===== config.mk =====
export PLATFORM = sky130hd
export DESIGN_NAME = sadc_read_ctrl
export DESIGN_NICKNAME = d
export VERILOG_FILES = /design/src/rtl/sadc_pkg.sv /design/src/rtl/sadc_clkgen.sv /design/src/rtl/sadc_seq.sv /design/src/rtl/sadc_dpath.sv /design/src/rtl/sadc_read_ctrl.sv
export SDC_FILE = /design/constraint.sdc
export NUM_CORES = 1
export LEC_CHECK = 0
export CORE_ASPECT_RATIO = 0.75
export CORE_MARGIN = 4
export CORE_UTILIZATION = 45
export DETAILED_ROUTE_END_ITERATION = 8
export PLACE_DENSITY = 0.69
export SLEW_MARGIN = 20
export SYNTH_ARGS = -nofsm -noshare
export SYNTH_HDL_FRONTEND = slang
export SYNTH_SLANG_ARGS = --single-unit

===== constraint.sdc =====
create_clock -name clk -period 4.4 [get_ports clk]
set_clock_uncertainty 0.1 [all_clocks]
set_input_delay 0.66 -clock clk [delete_from_list [all_inputs] [get_ports clk]]
set_output_delay 0.66 -clock clk [all_outputs]
set_load 0.05 [all_outputs]

===== src/rtl/sadc_pkg.sv =====
package sadc_pkg;
    localparam int WORD_W    = 12;
    localparam int EXT_W     = 16;
    localparam int NULL_EDGE = 3;
    localparam int MSB_EDGE  = NULL_EDGE + 1;
    localparam int LSB_EDGE  = MSB_EDGE + WORD_W - 1;
    localparam int ECHO_LAST = LSB_EDGE + WORD_W - 1;
    localparam int EDGE_W    = $clog2(ECHO_LAST + 1);
    localparam int IDX_W     = $clog2(WORD_W);

    typedef enum logic [1:0] {
        ST_IDLE = 2'd0,
        ST_RUN  = 2'd1,
        ST_DONE = 2'd2
    } rd_state_e;
endpackage


===== src/rtl/sadc_clkgen.sv =====
module sadc_clkgen #(
    parameter int DIV_W = 4
) (
    input  logic             clk,
    input  logic             rst_n,
    input  logic             run_i,
    input  logic [DIV_W-1:0] div_i,
    output logic             sclk_o,
    output logic             rise_o,
    output logic             fall_o
);
    typedef struct packed {
        logic [DIV_W-1:0] phase;
        logic             sclk;
    } cg_t;

    cg_t  cg_d, cg_q;
    logic wrap;

    always_comb begin
        cg_d   = cg_q;
        wrap   = (cg_q.phase == div_i);
        rise_o = run_i && wrap && !cg_q.sclk;
        fall_o = run_i && wrap && cg_q.sclk;
        if (!run_i) begin
            cg_d.phase = '0;
            cg_d.sclk  = 1'b0;
        end else if (wrap) begin
            cg_d.phase = '0;
            cg_d.sclk  = !cg_q.sclk;
        end else begin
            cg_d.phase = cg_q.phase + 1'b1;
        end
    end

    always_ff @(posedge clk or negedge rst_n) begin
        if (!rst_n) cg_q <= '0;
        else        cg_q <= cg_d;
    end

    assign sclk_o = cg_q.sclk;


    sclk_hold_chk: assert property (@(posedge clk) disable iff (!rst_n)
        (run_i && (cg_q.phase != div_i)) |=> $stable(cg_q.sclk));
endmodule


===== src/rtl/sadc_seq.sv =====
module sadc_seq #(
    parameter int DIV_W = 4
) (
    input  logic                      clk,
    input  logic                      rst_n,
    input  logic                      start_i,
    input  logic [DIV_W-1:0]          div_i,
    input  logic                      echo_en_i,
    input  logic                      rise_i,
    input  logic                      fall_i,
    output logic                      cs_n_o,
    output logic                      run_o,
    output logic [DIV_W-1:0]          div_o,
    output logic                      clr_o,
    output logic                      null_stb_o,
    output logic                      word_stb_o,
    output logic                      echo_stb_o,
    output logic [sadc_pkg::IDX_W-1:0] echo_idx_o,
    output logic                      publish_o
);
    import sadc_pkg::*;

    typedef struct packed {
        rd_state_e         state;
        logic [EDGE_W-1:0] edge_cnt;
        logic              cs_n;
        logic              run;
        logic [DIV_W-1:0]  div;
        logic              echo;
    } seq_t;

    seq_t              sq_d, sq_q;
    logic [EDGE_W-1:0] edge_n;
    logic [EDGE_W-1:0] last_edge;

    always_comb begin
        sq_d       = sq_q;
        clr_o      = 1'b0;
        publish_o  = 1'b0;
        edge_n     = sq_q.edge_cnt + 1'b1;
        last_edge  = sq_q.echo ? EDGE_W'(ECHO_LAST) : EDGE_W'(LSB_EDGE);
        null_stb_o = rise_i && (edge_n == EDGE_W'(NULL_EDGE));
        word_stb_o = rise_i && (edge_n >= EDGE_W'(MSB_EDGE))
                            && (edge_n <= EDGE_W'(LSB_EDGE));
        echo_stb_o = rise_i && (edge_n > EDGE_W'(LSB_EDGE));
        echo_idx_o = IDX_W'(edge_n - EDGE_W'(LSB_EDGE));
        case (sq_q.state)
            ST_IDLE: begin
                sq_d.cs_n = 1'b1;
                sq_d.run  = 1'b0;
                if (start_i) begin
                    sq_d.state    = ST_RUN;
                    sq_d.cs_n     = 1'b0;
                    sq_d.run      = 1'b1;
                    sq_d.edge_cnt = '0;
                    sq_d.div      = div_i;
                    sq_d.echo     = echo_en_i;
                    clr_o         = 1'b1;
                end
            end
            ST_RUN: begin
                if (rise_i) sq_d.edge_cnt = edge_n;
                if (fall_i && (sq_q.edge_cnt == last_edge)) begin
                    sq_d.state = ST_DONE;
                    sq_d.cs_n  = 1'b1;
                    sq_d.run   = 1'b0;
                end
            end
            ST_DONE: begin
                publish_o  = 1'b1;
                sq_d.state = ST_IDLE;
            end
            default: sq_d.state = ST_IDLE;
        endcase
    end

    always_ff @(posedge clk or negedge rst_n) begin
        if (!rst_n) begin
            sq_q.state    <= ST_IDLE;
            sq_q.edge_cnt <= '0;
            sq_q.cs_n     <= 1'b1;
            sq_q.run      <= 1'b0;
            sq_q.div      <= '0;
            sq_q.echo     <= 1'b0;
        end else begin
            sq_q <= sq_d;
        end
    end

    assign cs_n_o = sq_q.cs_n;
    assign run_o  = sq_q.run;
    assign div_o  = sq_q.div;


    edge_bound_chk: assert property (@(posedge clk) disable iff (!rst_n)
        sq_q.edge_cnt <= EDGE_W'(ECHO_LAST));


    busy_start_chk: assert property (@(posedge clk) disable iff (!rst_n)
        (sq_q.state == ST_RUN && start_i) |=> !sq_q.cs_n || (sq_q.state == ST_DONE));
endmodule


===== src/rtl/sadc_dpath.sv =====
module sadc_dpath (
    input  logic                       clk,
    input  logic                       rst_n,
    input  logic                       clr_i,
    input  logic                       sdata_i,
    input  logic                       null_stb_i,
    input  logic                       word_stb_i,
    input  logic                       echo_stb_i,
    input  logic [sadc_pkg::IDX_W-1:0]  echo_idx_i,
    input  logic                       publish_i,
    output logic [sadc_pkg::WORD_W-1:0] result_o,
    output logic                       err_o,
    output logic                       valid_o
);
    import sadc_pkg::*;

    typedef struct packed {
        logic [WORD_W-1:0] word;
        logic              fault;
        logic [WORD_W-1:0] result;
        logic              err;
        logic              valid;
    } dp_t;

    dp_t dp_d, dp_q;

    always_comb begin
        dp_d       = dp_q;
        dp_d.valid = publish_i;
        if (clr_i) begin
            dp_d.word  = '0;
            dp_d.fault = 1'b0;
        end
        if (null_stb_i && sdata_i) dp_d.fault = 1'b1;
        if (word_stb_i) dp_d.word = {dp_q.word[WORD_W-2:0], sdata_i};
        if (echo_stb_i && (dp_q.word[echo_idx_i] != sdata_i)) dp_d.fault = 1'b1;
        if (publish_i) begin
            dp_d.result = dp_q.word;
            dp_d.err    = dp_q.fault;
        end
    end

    always_ff @(posedge clk or negedge rst_n) begin
        if (!rst_n) dp_q <= '0;
        else        dp_q <= dp_d;
    end

    assign result_o = dp_q.result;
    assign err_o    = dp_q.err;
    assign valid_o  = dp_q.valid;


    word_frozen_chk: assert property (@(posedge clk) disable iff (!rst_n)
        (!word_stb_i && !clr_i) |=> $stable(dp_q.word));


    result_hold_chk: assert property (@(posedge clk) disable iff (!rst_n)
        !publish_i |=> ($stable(dp_q.result) && $stable(dp_q.err)));
endmodule


===== src/rtl/sadc_read_ctrl.sv =====
module sadc_read_ctrl #(
    parameter int DIV_W = 4
) (
    input  logic                       clk,
    input  logic                       rst_n,
    input  logic                       start_i,
    input  logic [DIV_W-1:0]           div_i,
    input  logic                       echo_en_i,
    input  logic                       sdata_i,
    output logic                       cs_n_o,
    output logic                       sclk_o,
    output logic [sadc_pkg::WORD_W-1:0] result_o,
    output logic [sadc_pkg::EXT_W-1:0]  result_sx_o,
    output logic                       valid_o,
    output logic                       err_o
);
    import sadc_pkg::*;

    localparam int PAD_W = EXT_W - WORD_W;

    logic             run, rise, fall, clr;
    logic             null_stb, word_stb, echo_stb, publish;
    logic [DIV_W-1:0] div_l;
    logic [IDX_W-1:0] echo_idx;

    sadc_seq #(.DIV_W(DIV_W)) u_seq (
        .clk        (clk),
        .rst_n      (rst_n),
        .start_i    (start_i),
        .div_i      (div_i),
        .echo_en_i  (echo_en_i),
        .rise_i     (rise),
        .fall_i     (fall),
        .cs_n_o     (cs_n_o),
        .run_o      (run),
        .div_o      (div_l),
        .clr_o      (clr),
        .null_stb_o (null_stb),
        .word_stb_o (word_stb),
        .echo_stb_o (echo_stb),
        .echo_idx_o (echo_idx),
        .publish_o  (publish)
    );

    sadc_clkgen #(.DIV_W(DIV_W)) u_clkgen (
        .clk    (clk),
        .rst_n  (rst_n),
        .run_i  (run),
        .div_i  (div_l),
        .sclk_o (sclk_o),
        .rise_o (rise),
        .fall_o (fall)
    );

    sadc_dpath u_dpath (
        .clk        (clk),
        .rst_n      (rst_n),
        .clr_i      (clr),
        .sdata_i    (sdata_i),
        .null_stb_i (null_stb),
        .word_stb_i (word_stb),
        .echo_stb_i (echo_stb),
        .echo_idx_i (echo_idx),
        .publish_i  (publish),
        .result_o   (result_o),
        .err_o      (err_o),
        .valid_o    (valid_o)
    );

    assign result_sx_o = {{PAD_W{result_o[WORD_W-1]}}, result_o};


    cs_sclk_low_chk: assert property (@(posedge clk) disable iff (!rst_n)
        cs_n_o |-> !sclk_o);


    valid_after_cs_chk: assert property (@(posedge clk) disable iff (!rst_n)
        valid_o |-> (cs_n_o && $past(cs_n_o)));


    valid_pulse_chk: assert property (@(posedge clk) disable iff (!rst_n)
        valid_o |=> !valid_o);
endmodule


After elaboration in Yosys (flattened, before gate mapping)
Index checks and enable logic that the tools add are counted.

storage, ports and cells
  memory bits (read-only) = 0
  memories = 0
  memory bits (writable) = 0
  latch bits = 0
  output and inout bits = 32
  flip-flop bits (word level) = 46
  input bits = 9
  word-level logic and storage cells = 67

cells by class
  $lt $le $gt $ge = 4
  reduce and logical (&&, ||, !) cells = 19
  multiply operators = 0
  eq/ne operators = 10
  $add $sub $neg = 3
  shift operators = 0
  bitwise logic cells = 0
  div/mod/pow operators = 0
  muxes and demuxes = 18

operator list
  kind                                                                               count
  5-bit 2-to-1 mux                                                                   3
  14-bit 2-to-1 mux                                                                  1
  7-bit case mux with 2 select lines                                                 1
  13-bit 2-to-1 mux                                                                  1
  12-bit 2-to-1 mux                                                                  1
  1-bit logical AND                                                                  10
  1-bit 2-to-1 mux                                                                   7
  2-bit by 1-bit != test with 1-bit output (second input constant)                   3
  2-bit AND reduction                                                                3
  5-bit by 1-bit adder with 5-bit output (second input constant)                     1
  5-bit by 2-bit == test with 1-bit output (second input constant)                   1
  5-bit == test                                                                      1
  5-bit by 3-bit >= comparator with 1-bit output (second input constant)             1
  5-bit by 4-bit greater-than comparator with 1-bit output (second input constant)   1
  5-bit by 4-bit less-or-equal comparator with 1-bit output (second input constant)  1
  4-bit by 5-bit less-than comparator with 1-bit output (second input constant)      1
  4-bit by 1-bit adder with 4-bit output (second input constant)                     1
  1-bit binary-select mux with 4-bit select                                          1
  4-bit == test                                                                      1
  4-bit 2-to-1 mux                                                                   1
  2-bit case mux with 2 select lines                                                 1
  2-bit nonzero test                                                                 2
  4-bit subtractor (second input constant)                                           1
  3-bit AND reduction                                                                1
  other kinds (8)                                                                    8

Longest topological paths before layout
  depth in word-level cells = 7
  depth in mapped cells = 9
  mapped depth without buffers = 7

Modules after synthesis
From an unflattened synthesis, not the netlist that was laid out.

second synthesis, totals
  cell total of the unflattened synthesis = 230
  area total of the unflattened synthesis = 2497.4 um^2

modules (own cells, without submodules)
  module          times used  cells each  area each (um^2)
  sadc_dpath      1           100         1241.2
  sadc_seq        1           89          863.3
  sadc_clkgen     1           25          272.8
  sadc_read_ctrl  1           16          120.1

Worst setup path before layout
OpenSTA, ideal clock, no wires.

  path type = register to register
  start point = register u_seq.sq_q[7] (netlist bit)
  end point = register u_dpath.dp_q[14] (netlist bit)
  data required time = 4.165 ns
  stages on the path, launching flop included = 9
  setup slack = 2.135 ns
  buffers on the path = 1
  setup time = 0.135 ns
  data arrival time = 2.030 ns
  cells stage by stage = dfrtp_1 > buf_4 > inv_1 > ha_1 > or3_4 > xnor2_1 > mux2i_1 > mux2i_1 > o311ai_1

on the way
  word-level cells in the longest chain between the ends = 7
  elaborated cells on any way between the ends = 14
  those cells by class = 2 x add/sub; 1 x order compare; 2 x eq/ne; 4 x mux; 5 x reduce/logical

ends and longest elaborated chain
  item                                                                            RTL line          RTL
  start: declaration                                                              sadc_seq.sv:32    seq_t sq_d, sq_q;
  start signal: assignment                                                        sadc_seq.sv:86    sq_q <= sq_d;
  5-bit by 1-bit adder with 5-bit output *                                        sadc_seq.sv:40    edge_n = sq_q.edge_cnt + 1'b1;
  4-bit subtractor                                                                sadc_seq.sv:46    echo_idx_o = IDX_W'(edge_n - EDGE_W'(LSB_EDGE));
  1-bit binary-select mux with 4-bit select                                       sadc_dpath.sv:36  if (echo_stb_i && (dp_q.word[echo_idx_i] != sdata_i)) dp_d.fault = 1'b1;
  1-bit 2-to-1 mux (not written as such)                                          sadc_dpath.sv:36
  1-bit != test                                                                   sadc_dpath.sv:36
  1-bit logical AND                                                               sadc_dpath.sv:36
  3-bit nonzero test (no source line) / 1-bit 2-to-1 mux (equally long branches)  -
  end signal: assignment                                                          sadc_dpath.sv:45  else dp_q <= dp_d;
  end: declaration                                                                sadc_dpath.sv:25  dp_t dp_d, dp_q;

Mark *: on every way between the ends. The rest lies on a longest branch, timed or not. The select of a mux whose other input is x is not followed.
A chain may end at the register's enable or synchronous reset.

Worst setup path after layout
  start point = register u_seq.sq_q[7] (netlist bit)
  end point = register u_dpath.dp_q[17] (netlist bit)

on the way
  word-level cells in the longest chain between the ends = 5
  elaborated cells on any way between the ends = 7
  those cells by class = 1 x add/sub; 2 x order compare; 1 x mux; 3 x reduce/logical

ends and longest elaborated chain
  item                                                            RTL line        RTL
  5-bit by 1-bit adder with 5-bit output *                        sadc_seq.sv:40
  5-bit by 3-bit >= comparator with 1-bit output                  sadc_seq.sv:43  word_stb_o = rise_i && (edge_n >= EDGE_W'(MSB_EDGE))
  1-bit logical AND                                               sadc_seq.sv:43
  1-bit logical AND *                                             sadc_seq.sv:44  && (edge_n <= EDGE_W'(LSB_EDGE));
  12-bit 2-to-1 mux / 2-bit nonzero test (equally long branches)  -

Mark *: on every way between the ends. The rest lies on a longest branch, timed or not.

==> summary.md <==
| Metric | Value |
|---|---|
| Outcome | `completed` |
| Global route total overflow | `0` |
| Mean Syn Cell Area | `10.8 sq um` |
| # clock sinks | `46` |
| Post-synth cell types | `37` |
| Reg area | `1150 sq um` |
| Resized cells post-CTS | `0` |
| Worst slew margin | `0.502` |
| Total negative slack | `0 ns` |
| Antenna Cells | `0` |
| Total track usage | `0.132` |
| Vias in the first global route | `around 1.4k` |
| Largest net degree at the start of global routing | `47` |
| CTS tree | `yes` |
| Pwr Density | `between 400 and 500 nW/um^2` |
| FF+latch count, synth | `46` |
| CP Data Required Time | `4.45 ns` |
| Slowest CP cell | `nor3_4` |
| Antenna-violating nets left | `0` |
| Longest Clk Path Bufs | `2` |
| GP Congestion | `roughly 0.8` |
| Leakage power | `1.21 nW` |
| Crit. End Element | `register` |
| Layout cells sized above 1 | `0.162` |
| Post-DR vias/cell | `approximately 5.0` |
| RSZ-0062 raised after global routing | `false` |
| Clk slew on worst S/H paths | `0.09 ns` |
| Synth Cell Area | `about 2400 sq um` |
| Setup CP Type | `register to register` |
| Area Overhead vs Synth | `12.5%` |
| Worst-margin pin slew | `~0.74 ns` |
| Period utilization | `0.591` |
| Seq/Total Area, Yosys | `0.474` |
| Final Max Slew Viols | `0` |
| Detailed Routing Iterations Pass 1 | `4` |
| Io pins | `41` |
| Initial Util | `0.480` |
| Buffer count from post-CTS setup fixing | `0` |
| DR WL/cell | `around 13 um` |
| Max Cap Viol | `0` |
| Core Area | `between 5000 and 6000 sq um` |
| Clk_lat worst skew | `around 0.30 ns` |
| Synth Net Count | `between 200 and 250` |
| CTS Root Cell | `clkbuf_8` |
| Die X | `92.9 um` |
| Global-route wire length before repair | `roughly 7.0 mm` |
| Worst-path fanout max | `24` |
| Max VDD drop | `0.000224 V` |
| Final setup fails | `0` |
| CTS Hold Buffers Added | `0` |
| Die area | `6650 sq um` |
| Post-DP HPWL | `roughly 2.9 mm` |
| CTS H-tree depth | `2` |
| Initial DRC count | `74` |
| YS warnings | `0` |
| CP peak stage delay | `0.66 ns` |
| Crit path launch type | `register` |
| FMAX | `384 MHz` |
| Initial antenna violation count | `0` |
| Min-Delay Path Class | `input port to async pin` |
| Final Power | `1.35 mW` |
| CTS buffer count | `5` |
| Port bufs | `40` |
| Min cycle time layout | `2.60 ns` |
| Vias | `1,530` |
| Die H | `71.7 um` |
| Cell count after synthesis | `roughly 230` |
| WL final | `around 4.0 mm` |
| DRC Markers | `0` |
| Worst Path Arrival | `~2.7 ns` |
| Fin. Hold Viols | `0` |
| Worst path cell trace | `ha_1, nand3_1, xor2_1, o31ai_4, nor3_4, o21ai_0` |
| NumNets Final | `245` |
| Fillers | `~460` |
| FP Rows | `22` |
| Multi-input gate area | `between 900 and 1000 sq um` |
## registers in the layout, summed over array words and instances (netlist names)
name,flops
u_clkgen.cg_q,4
u_clkgen.sclk_o,1
u_dpath.dp_q,13
u_dpath.err_o,1
u_dpath.result_o,12
u_dpath.valid_o,1
u_seq.cs_n_o,1
u_seq.div_o,4
u_seq.run_o,1
u_seq.sq_q,8
## worst paths after layout
check	start	end	slack [ns]	cells after the start
min	rst_n	u_dpath.result_o[6]$_DFFE_PN0P_	0.25	1
max	u_seq.sq_q[7]$_DFFE_PN0P_	u_dpath.dp_q[17]$_DFFE_PN0P_	1.80	6
max reg2reg	u_seq.sq_q[7]$_DFFE_PN0P_	u_dpath.dp_q[17]$_DFFE_PN0P_	1.80	6
min in group clk	u_dpath.dp_q[14]$_DFFE_PN0P_	u_dpath.dp_q[14]$_DFFE_PN0P_	0.39	2
max in group asynchronous	rst_n	u_seq.sq_q[12]$_DFFE_PN0P_	3.56	1
min reg2reg	u_dpath.dp_q[14]$_DFFE_PN0P_	u_dpath.dp_q[14]$_DFFE_PN0P_	0.39	2
## power breakdown
part	internal [mW]	switching [mW]	total, mW
Clock	0.170	0.142	0.312
Combinational	0.211	0.200	0.412
Sequential	0.511	0.112	0.624
## area by class of cell
cell class | count | area share
clock inverter | 3 | 0.0160
multi-input combinational | 133 | 0.349
timing repair buffer | 40 | 0.146
sequential | 46 | 0.422
tap | 72 | 0.0330
clock buffer | 5 | 0.0252
inverter | 7 | 0.00961
## cells in the mapped netlist, drive strengths merged
library cell	number	share of area
nor2	8	0.012
o31ai	1	0.0087
a22o	3	0.011
or4	1	0.0031
ha	3	0.015
o21bai	1	0.0031
inv	7	0.011
or3	2	0.0093
dfstp	1	0.011
a31o	1	0.0036
mux2i	5	0.021
xor2	5	0.018
a31oi	1	0.0026
nor3	4	0.010
mux4	3	0.028
buf	34	0.11
o21a	1	0.0031
mux2	18	0.083
o311ai	1	0.0036
nand2b	2	0.0051
nor3b	2	0.0062
clkbuf	5	0.012
a21oi	2	0.0041
o21ai	18	0.039
dfrtp	45	0.46
nand3	6	0.012
xnor2	7	0.025
or3b	1	0.0036
nand2	35	0.054
o22ai	1	0.0026
or2	1	0.0026
## critical path: cells and delay by family, from the launching register on
kind	cells	cell delay [ns]
XOR/XNOR	1	0.32
flip-flops	1	0.59
adder cells (fa/ha/maj)	1	0.32
AND/OR/NAND/NOR	2	0.77
AO/OA/AOI/OAI	2	0.35
## cell families after synthesis
logic type / after synthesis / share of synthesized area
compound gates: 30 / 0.0808
xor+xnor: 12 / 0.0432
fa+ha+maj: 3 / 0.0154
buf+inv: 46 / 0.136
flops: 46 / 0.474
mux: 26 / 0.132
simple gates: 62 / 0.119
## stage by stage
step	setup slack [ns]	util	cells	instance area (sq um)	hold slack (ns)
5_1_grt	1.53	0.540	306	2730	0.295
2_1_floorplan	2.14	-	225	2430	0.264
6_report	1.80	0.540	306	2730	0.249
3_3_place_gp	1.59	0.516	298	2610	0.376
4_1_cts	1.47	0.538	306	2730	0.395
3_5_place_dp	1.48	0.516	298	2610	0.377
## placed cells by master, fill, tap and decap left out, drive strengths merged, types with 2 or more instances in the layout
cell type	n
or3	2
clkdlybuf4s50	39
nor2	8
nor3b	2
nor3	4
xnor2	7
a22o	3
mux2	18
mux4	3
clkbuf	5
nand2b	2
mux2i	5
nand3	6
a21oi	2
dfrtp	45
o21ai	18
xor2	5
inv	8
nand2	35
ha	3
## layer usage
layer  up-vias  routed length [um]  track usage
li1        747                   -            -
met1       747                2110        0.194
met5         -                   0            0
met2        34                1690        0.190
met3         2                 223       0.0378
met4         0                  15       0.0341
(Power assumes the default switching activity.)
